--- config.mk ---
export PLATFORM = sky130hd
export DESIGN_NAME = flash_pm_ctrl
export DESIGN_NICKNAME = d
export VERILOG_FILES = /design/src/rtl/fpm_pkg.sv /design/src/rtl/fpm_reset_seq.sv /design/src/rtl/fpm_access_timer.sv /design/src/rtl/flash_pm_ctrl.sv
export SDC_FILE = /design/constraint.sdc
export NUM_CORES = 1
export LEC_CHECK = 0
export BUFFER_PORTS_ARGS = -buffer_cell sky130_fd_sc_hd__clkbuf_2
export CAP_MARGIN = 20
export CORE_UTILIZATION = 51
export DETAILED_ROUTE_END_ITERATION = 12
export HOLD_SLACK_MARGIN = 0.02
export PLACE_DENSITY = 0.77
export SLEW_MARGIN = 25
export SYNTH_ARGS = -nofsm -noshare
export SYNTH_HDL_FRONTEND = slang
export SYNTH_SLANG_ARGS = --single-unit
--- constraint.sdc ---
create_clock -name clk -period 3.1 [get_ports clk]
set_input_delay 0.155 -clock clk [delete_from_list [all_inputs] [get_ports clk]]
set_output_delay 0.155 -clock clk [all_outputs]
set_load 0.005 [all_outputs]
--- src/rtl/fpm_pkg.sv ---
package fpm_pkg;

    typedef enum logic [2:0] {
        MODE_ACTIVE,
        MODE_SLEEP,
        MODE_STANDBY,
        MODE_BUSY,
        MODE_RESET
    } fpm_mode_e;

endpackage

--- src/rtl/fpm_reset_seq.sv ---
module fpm_reset_seq #(
    parameter int T_RP         = 4,
    parameter int T_READY_EMB  = 16,
    parameter int T_READY_IDLE = 5,
    parameter int T_RH         = 3
) (
    input  logic clk,
    input  logic sys_rst_n,
    input  logic pin_n,
    input  logic engine_busy,
    output logic abort_o,
    output logic in_rst_o,
    output logic emb_hold_o
);

    localparam int LO_W    = $clog2(T_RP + 1);
    localparam int REC_MAX = (T_READY_EMB > T_READY_IDLE) ? T_READY_EMB : T_READY_IDLE;
    localparam int REC_W   = $clog2(REC_MAX + 1);
    localparam int RH_W    = $clog2(T_RH + 1);

    typedef struct packed {
        logic [LO_W-1:0]  lo;
        logic             held;
        logic             abort;
        logic [REC_W-1:0] rec;
        logic             emb;
        logic [RH_W-1:0]  rh;
    } rst_state_t;

    rst_state_t st_d, st_q;
    logic       pin_low;
    logic       qual;

    always_comb begin
        st_d    = st_q;
        pin_low = !pin_n;
        qual    = pin_low && (st_q.lo == LO_W'(T_RP - 1)) && !st_q.held;

        // consecutive-low counter, saturating at the qualification point
        if (!pin_low) begin
            st_d.lo = '0;
        end else if (st_q.lo != LO_W'(T_RP - 1)) begin
            st_d.lo = st_q.lo + 1'b1;
        end

        st_d.abort = qual;

        if (qual) begin
            st_d.held = 1'b1;
        end else if (!pin_low) begin
            st_d.held = 1'b0;
        end

        // internal reset duration picked by engine activity at qualification
        if (qual) begin
            st_d.rec = engine_busy ? REC_W'(T_READY_EMB) : REC_W'(T_READY_IDLE);
        end else if (st_q.rec != '0) begin
            st_d.rec = st_q.rec - 1'b1;
        end

        if (qual) begin
            st_d.emb = engine_busy;
        end else begin
            st_d.emb = st_q.emb && (st_d.rec != '0);
        end

        // post-release delay
        if (st_q.held && !pin_low) begin
            st_d.rh = RH_W'(T_RH);
        end else if (st_q.rh != '0) begin
            st_d.rh = st_q.rh - 1'b1;
        end
    end

    always_ff @(posedge clk or negedge sys_rst_n) begin
        if (!sys_rst_n) begin
            st_q <= '0;
        end else begin
            st_q <= st_d;
        end
    end

    assign abort_o    = st_q.abort;
    assign in_rst_o   = st_q.held || (st_q.rec != '0) || (st_q.rh != '0);
    assign emb_hold_o = st_q.emb;

    a_r1_abort_needs_low_pin: assert property (@(posedge clk) disable iff (!sys_rst_n)
        abort_o |-> $past(!pin_n));

    a_r6_release_keeps_reset: assert property (@(posedge clk) disable iff (!sys_rst_n)
        ($past(st_q.held) && $past(pin_n)) |-> in_rst_o);

endmodule

--- src/rtl/fpm_access_timer.sv ---
module fpm_access_timer #(
    parameter int AW      = 8,
    parameter int T_CE    = 3,
    parameter int T_ACC   = 2,
    parameter int T_SLEEP = 8
) (
    input  logic          clk,
    input  logic          sys_rst_n,
    input  logic [AW-1:0] addr,
    input  logic          ce_n,
    input  logic          in_rst,
    output logic          acc_done_o,
    output logic          sleep_o
);

    localparam int ACC_MAX = (T_CE > T_ACC) ? T_CE : T_ACC;
    localparam int ACC_W   = $clog2(ACC_MAX + 1);
    localparam int STB_W   = $clog2(T_SLEEP + 1);

    typedef struct packed {
        logic [AW-1:0]    addr;
        logic [ACC_W-1:0] acc;
        logic [STB_W-1:0] stab;
    } acc_state_t;

    acc_state_t st_d, st_q;
    logic       addr_chg;

    always_comb begin
        st_d      = st_q;
        addr_chg  = (addr != st_q.addr);
        st_d.addr = addr;

        // access countdown: chip-enable time after deselect or reset, address time on change
        if (ce_n || in_rst) begin
            st_d.acc = ACC_W'(T_CE);
        end else if (addr_chg) begin
            st_d.acc = ACC_W'(T_ACC);
        end else if (st_q.acc != '0) begin
            st_d.acc = st_q.acc - 1'b1;
        end

        // address stability counter, blind to the control pins
        if (addr_chg) begin
            st_d.stab = '0;
        end else if (st_q.stab != STB_W'(T_SLEEP)) begin
            st_d.stab = st_q.stab + 1'b1;
        end
    end

    always_ff @(posedge clk or negedge sys_rst_n) begin
        if (!sys_rst_n) begin
            st_q.addr <= '0;
            st_q.acc  <= ACC_W'(T_CE);
            st_q.stab <= '0;
        end else begin
            st_q <= st_d;
        end
    end

    assign acc_done_o = (st_q.acc == '0) && !addr_chg;
    assign sleep_o    = (st_q.stab == STB_W'(T_SLEEP)) && !addr_chg;

    a_r10_sleep_on_stable_addr: assert property (@(posedge clk) disable iff (!sys_rst_n)
        sleep_o |-> ($past(addr) == addr));

    a_r8_no_read_on_select: assert property (@(posedge clk) disable iff (!sys_rst_n)
        ($past(ce_n) && !ce_n) |-> !acc_done_o);

endmodule

--- src/rtl/flash_pm_ctrl.sv ---
module flash_pm_ctrl
    import fpm_pkg::*;
#(
    parameter int AW           = 8,
    parameter int T_RP         = 4,
    parameter int T_READY_EMB  = 16,
    parameter int T_READY_IDLE = 5,
    parameter int T_RH         = 3,
    parameter int T_CE         = 3,
    parameter int T_ACC        = 2,
    parameter int T_SLEEP      = 8
) (
    input  logic          clk,
    input  logic          sys_rst_n,
    input  logic          rst_pin_n,
    input  logic          ce_n,
    input  logic          oe_n,
    input  logic          we_n,
    input  logic [AW-1:0] addr,
    input  logic          engine_busy,
    output logic          ready_busy,
    output logic          dout_en,
    output logic          write_ok,
    output logic          csm_abort,
    output logic          read_ok,
    output logic          dout_hold,
    output logic          mode_reset,
    output logic          mode_busy,
    output logic          mode_standby,
    output logic          mode_sleep
);

    logic      in_rst;
    logic      emb_hold;
    logic      acc_done;
    logic      sleep_raw;
    fpm_mode_e mode_d;

    fpm_reset_seq #(
        .T_RP        (T_RP),
        .T_READY_EMB (T_READY_EMB),
        .T_READY_IDLE(T_READY_IDLE),
        .T_RH        (T_RH)
    ) i_reset_seq (
        .clk        (clk),
        .sys_rst_n  (sys_rst_n),
        .pin_n      (rst_pin_n),
        .engine_busy(engine_busy),
        .abort_o    (csm_abort),
        .in_rst_o   (in_rst),
        .emb_hold_o (emb_hold)
    );

    fpm_access_timer #(
        .AW     (AW),
        .T_CE   (T_CE),
        .T_ACC  (T_ACC),
        .T_SLEEP(T_SLEEP)
    ) i_access_timer (
        .clk       (clk),
        .sys_rst_n (sys_rst_n),
        .addr      (addr),
        .ce_n      (ce_n),
        .in_rst    (in_rst),
        .acc_done_o(acc_done),
        .sleep_o   (sleep_raw)
    );

    always_comb begin
        if (in_rst) begin
            mode_d = MODE_RESET;
        end else if (engine_busy) begin
            mode_d = MODE_BUSY;
        end else if (ce_n) begin
            mode_d = MODE_STANDBY;
        end else if (sleep_raw) begin
            mode_d = MODE_SLEEP;
        end else begin
            mode_d = MODE_ACTIVE;
        end
    end

    assign mode_reset   = (mode_d == MODE_RESET);
    assign mode_busy    = (mode_d == MODE_BUSY);
    assign mode_standby = (mode_d == MODE_STANDBY);
    assign mode_sleep   = (mode_d == MODE_SLEEP);

    assign ready_busy = emb_hold ? 1'b0 : (in_rst ? 1'b1 : !engine_busy);
    assign dout_en    = !in_rst && !ce_n && !oe_n;
    assign write_ok   = !in_rst && !ce_n && !we_n;
    assign read_ok    = !in_rst && !ce_n && acc_done;
    assign dout_hold  = sleep_raw;

    a_r1_abort_single: assert property (@(posedge clk) disable iff (!sys_rst_n)
        csm_abort |=> !csm_abort);

    a_r1_abort_enters_reset: assert property (@(posedge clk) disable iff (!sys_rst_n)
        csm_abort |-> mode_reset);

    a_r4_busy_abort_holds_pin: assert property (@(posedge clk) disable iff (!sys_rst_n)
        (csm_abort && $past(engine_busy)) |-> !ready_busy);

    a_r5_idle_abort_ready: assert property (@(posedge clk) disable iff (!sys_rst_n)
        (csm_abort && !$past(engine_busy)) |-> ready_busy);

    a_r6_no_read_after_reset: assert property (@(posedge clk) disable iff (!sys_rst_n)
        read_ok |-> !$past(mode_reset));

    a_r7_standby_hiz: assert property (@(posedge clk) disable iff (!sys_rst_n)
        mode_standby |-> !dout_en);

    a_r12_one_mode: assert property (@(posedge clk) disable iff (!sys_rst_n)
        $onehot0({mode_reset, mode_busy, mode_standby, mode_sleep}));

endmodule

After elaboration in Yosys (flattened, before gate mapping)
Index checks and enable logic that the tools add are counted.
- register bits after elaboration: 27
- bits of input ports: 15
- add/subtract/negate cells: 5
- equality and inequality tests: 9
- mux-type cells: 21
- reduce and logical (&&, ||, !) cells: 31
- operator list (cell ; number):
    $mux 5 ; 3
    $mux 2 ; 7
    $reduce_bool 2->1 ; 6
    $logic_and 1x1->1 ; 10
    $reduce_bool 5->1 ; 2
    $eq 3x2->1 const B ; 3
    $mux 3 ; 3
    $logic_not 1->1 ; 8
    $mux 4 ; 2
    $ne 8x8->1 ; 1
    $mux 1 ; 6
    $sub 5x1->5 const B ; 1
    $add 4x1->4 const B ; 1
    $eq 4x4->1 const B ; 1
    $ne 4x4->1 const B ; 1
    $sub 2x1->2 const B ; 2
    $add 3x1->3 const B ; 1
    $eq 3x1->1 const B ; 1
    $eq 3x3->1 const B ; 1
    $logic_or 1x1->1 ; 3
    $ne 3x2->1 const B ; 1
    $reduce_bool 3->1 ; 1
    $logic_not 2->1 ; 1

Logic depth before layout (Yosys ltp)
- depth after elaboration: 8
- mapped depth: 8
- depth with buffers taken out: 7

By module
Synthesis repeated with hierarchy kept, for this count alone.
- cell total of the unflattened synthesis: 127
- area total of the unflattened synthesis: 1343.8 um2
- by module, submodules not included (module ; times used ; cells an instance ; area each (um2) ; sequential area each (um2)):
    fpm_reset_seq ; 1 ; 68 ; 660.6 ; 325.3
    fpm_access_timer ; 1 ; 51 ; 629.4 ; 352.8
    flash_pm_ctrl ; 1 ; 8 ; 53.8 ; 0.0

Least setup slack after synthesis
No wires, ideal clock.
- path type: register -> register
- start: register i_reset_seq.st_q[3] in the netlist's numbering
- end: register i_access_timer.st_q[5] in the netlist's numbering
- data arrival time: 1.775 ns
- data required time: 3.012 ns
- slack: 1.237 ns
- stages on the path, launching flop included: 8
- path buffers: 1
- cell sequence: dfrtp_1 -> inv_1 -> ha_1 -> nor4b_4 -> nand3b_2 -> or2_1 -> clkbuf_2 -> or3_1
- word-level cells in the longest chain between the ends: 5
- RTL lines (element ; line ; source):
    start, declared ; fpm_reset_seq.sv:30 ; rst_state_t st_d, st_q;
    start signal, assigned ; fpm_reset_seq.sv:79 ; st_q <= st_d;
    $reduce_bool 5->1 (*) ; fpm_reset_seq.sv:84 ; assign in_rst_o = st_q.held || (st_q.rec != '0) || (st_q.rh != '0);
    $logic_or 1x1->1 (*) (2 in series) ; fpm_reset_seq.sv:84 ;
    $logic_or 1x1->1 (*) ; fpm_access_timer.sv:35 ; if (ce_n || in_rst) begin
    $reduce_bool 3->1 (no line) or $mux 2 (tied branches) ; n/a ;
    end signal, assigned ; fpm_access_timer.sv:57 ; st_q <= st_d;
    end, declared ; fpm_access_timer.sv:26 ; acc_state_t st_d, st_q;
Every way passes the cells marked *; elsewhere a longest branch is shown, timed or not.
A chain may end at the register's enable or synchronous reset.

Worst setup path in the final report
- start: register i_reset_seq.st_q[3] in the netlist's numbering
- end: output mode_sleep
- word-level cells in the longest chain between the ends: 5
- RTL lines (element ; line ; source):
    $reduce_bool 5->1 ; fpm_reset_seq.sv:84 ;
    $logic_or 1x1->1 (2 in series) ; fpm_reset_seq.sv:84 ;
    $mux 3 ; flash_pm_ctrl.sv:70 ; if (in_rst) begin
    $eq 3x1->1 ; flash_pm_ctrl.sv:86 ; assign mode_sleep = (mode_d == MODE_SLEEP);
    end, declared ; flash_pm_ctrl.sv:30 ; output logic mode_sleep
No other way between the ends.

==> metrics.md <==
| Metric | Value |
|---|---|
| Status | `completed` |
| Hold Crit Class | `input pin to flip-flop` |
| Post-synth EDFFs | `0` |
| Share of cells above drive strength 1 | `a little under 20%` |
| Multi-input logic area | `about 570 sq um` |
| Filler instances | `187` |
| Clock-pin slew on the worst setup and hold paths | `around 0.15 ns` |
| Fin crit period | `about 2.4 ns` |
| Setup bufs post-CTS | `0` |
| IO buf count | `24` |
| Critical Path Fanout Max | `6` |
| Overflow left after global routing | `0` |
| Num CTS Buffers | `3` |
| Logic gate share of total power | `between 30% and 40%` |
| Total power | `1.00 mW` |
| Cell Pwr Density | `roughly 640 nW/um^2` |
| Vias in the first global route | `slightly above 900` |
| RSZ-0062 raised after global routing | `false` |
| Fin. max-slew vios | `0` |
| Sinks on Clock Net | `27` |
| # resized after CTS | `0` |
| Flop-to-flop setup slack | `between 1 and 1.5 ns` |
| Int Pwr | `roughly 0.65 mW` |
| H-tree levels | `1` |
| Antenna Violating Nets Remaining | `0` |
| Peak VDD IR | `approximately 0.47 mV` |
| Switch Pwr | `roughly 0.35 mW` |
| Sequential Area | `slightly below 700 sq um` |
| Synth async-reset ratio | `100%` |
| Rel. slew slack | `between 50% and 60%` |
| Syn Nets | `between 100 and 150` |
| F_max | `between 400 and 500 MHz` |
| Sw Share | `approximately a third` |
| Final nets | `between 150 and 200` |
| Post-CTS Hold Fix Bufs | `9` |
| Synth-to-layout area growth | `20.4%` |
| Slew @ Worst Pin | `between 0.6 and 0.7 ns` |
| CTS root buf | `clkbuf_4` |
| CP Class | `flip-flop to output pin` |
| Fin Setup TNS | `0 ns` |
| Synth area leader | `dfrtp_1` |
| Mean post-synth cell area | `10.3 sq um` |
| Share of the yosys chip area belonging to registers | `between 50% and 60%` |
| # diodes | `0` |
| Die area | `between 2000 and 3000 sq um` |
| Arr. time, crit path | `2.22 ns` |
| Register share of total power | `approximately half` |
| Leak | `about 0.78 nW` |
| Die W | `roughly 53 um` |
| Clk_skew | `roughly 0.0039 ns` |
| Rows | `17` |
| Distinct cells, synth | `31` |
| Post-DP HPWL | `1.81 mm` |
| #FFs+latches synth | `27` |
| Post-synth top area share | `47.9%` |
| Clk network pwr share | `between 10% and 20%` |
| Mapped Area | `1310 sq um` |
| Final Hold Fails | `0` |
| Initial antenna violation count | `0` |
| Total GRT Usage | `between 20% and 30%` |
| Final period util | `76.5%` |
| Via/cell ratio | `5.02` |
| Ports | `25` |
| Clk_lat worst skew | `around 0.32 ns` |
| Ranking of synthesized cells by area | `dfrtp_1, xor2_1, ha_1` |
| Pre-Repair DR Iteration Count | `4` |
| Gpl congestion | `approximately 0.8` |
| Ys flop type | `dfrtp_1` |
| CTS tree | `done` |
| First-pass GRT wire length | `roughly 4.0 mm` |
| Yosys Warn Count | `0` |
| Routed WL | `around 2.4 mm` |
| Cell count after synthesis | `between 100 and 150` |
| 1st-iter DRT viols | `16` |
| Die Y | `around 53 um` |
| Core Area | `between 2000 and 2500 sq um` |
| Wirelength per Cell | `12.5 um` |
| Clk buf depth | `2` |
| Crit start category | `flip-flop` |
| DRC Markers | `0` |
| Crit end category | `output pin` |
| Worst Path Required | `2.94 ns` |
| Total number of vias | `953` |
| Max-cap violations | `0` |
| Setup violations, final | `0` |
| Initial Utilization | `56.3%` |
| Largest net degree at the start of global routing | `28` |
==> cell usage in the layout, fill, tap and decap left out, types with 3 or more instances in the layout <==
master,Yosys,routed
xnor2_1,3,3
nand3_1,3,3
dfrtp_1,25,25
clkbuf_4,0,3
nor2_1,21,21
o21ai_0,4,4
inv_1,12,12
clkbuf_2,1,24
nand2_1,11,11
ha_1,7,7
nor4_1,3,3
dlygate4sd3_1,0,9
xor2_1,13,13
==> power by group through the flow <==
stage	logic [mW]	clock network, mW	registers, mW
2_1_floorplan	0.260	0	0.488
3_3_place_gp	0.319	0	0.499
3_5_place_dp	0.342	0	0.507
4_1_cts	0.353	0.160	0.500
5_1_grt	0.393	0.172	0.511
6_report	0.350	0.153	0.499
==> worst max-delay path, stage by stage (launching register included) <==
cell and delay (ns):
dfrtp_1 0.45, inv_1 0.11, ha_1 0.22, nor4b_4 0.32
nand3b_2 0.16, or2_1 0.30, nor4_1 0.18, clkbuf_2 0.16
==> registers in the layout, summed over array words and instances (netlist names) <==
name and cells:
i_reset_seq.st_q 11, i_access_timer.st_q 14, i_reset_seq.emb_hold_o 1, i_reset_seq.abort_o 1
==> final cells by class <==
class	instances	area share (%)
Sequential cell	27	43.2
Tap cell	28	2.23
Multi-Input combinational cell	86	36.5
Clock inverter	1	0.478
Inverter	12	2.87
Timing Repair Buffer	33	13.4
Clock buffer	3	1.43
==> worst paths after layout <==
path,startpoint,endpoint,cells after the start
min,rst_pin_n,i_reset_seq.st_q[9],2
max,i_reset_seq.st_q[3],mode_sleep,7
max in group asynchronous,sys_rst_n,i_reset_seq.emb_hold_o,2
min in group asynchronous,sys_rst_n,i_reset_seq.st_q[5],2
min reg2reg,i_reset_seq.st_q[1],i_reset_seq.st_q[1],2
max reg2reg,i_reset_seq.st_q[3],i_access_timer.st_q[5],6
==> synthesized netlist by cell type (all sizes together), types with 3 or more instances <==
cell	number
dfrtp	25
nor2	21
xor2	13
inv	12
nand2	11
ha	7
o21ai	4
nand3	3
nor4	3
xnor2	3
==> layer usage <==
metal / track usage (%) / up-vias / part of all wire, %
met5: 0 / - / 0
met4: 11.0 / 0 / 1.4
met3: 5.51 / 4 / 5.0
met2: 31.2 / 22 / 46
met1: 25.3 / 437 / 48
li1: - / 490 / -
==> metrics by stage <==
step           instances  util [%]  cell area [sq um]  setup slack [ns]  hold WS, ns
6_report             190      67.8               1570             0.727       0.0407
5_1_grt              190      67.8               1570             0.525       0.0280
4_1_cts              190      67.8               1570             0.712       0.0247
3_5_place_dp         177      62.6               1450              1.10        0.216
3_3_place_gp         177      62.6               1450              1.21        0.205
2_1_floorplan        127         -               1310              1.24       -0.141
==> cell families (layout without fill, tap and decap cells) <==
logic type | count (synthesis) | count (layout) | share of synthesized area, %
AND/OR/NAND/NOR | 49 | 49 | 19.2
flip-flops | 27 | 27 | 52.0
multiplexers | 1 | 1 | 0.767
adder cells (fa/ha/maj) | 7 | 7 | 6.71
buffers and inverters | 14 | 49 | 4.12
AO/OA/AOI/OAI | 13 | 13 | 6.52
XOR/XNOR | 16 | 16 | 10.7
Power figures use the tool's default switching activity.
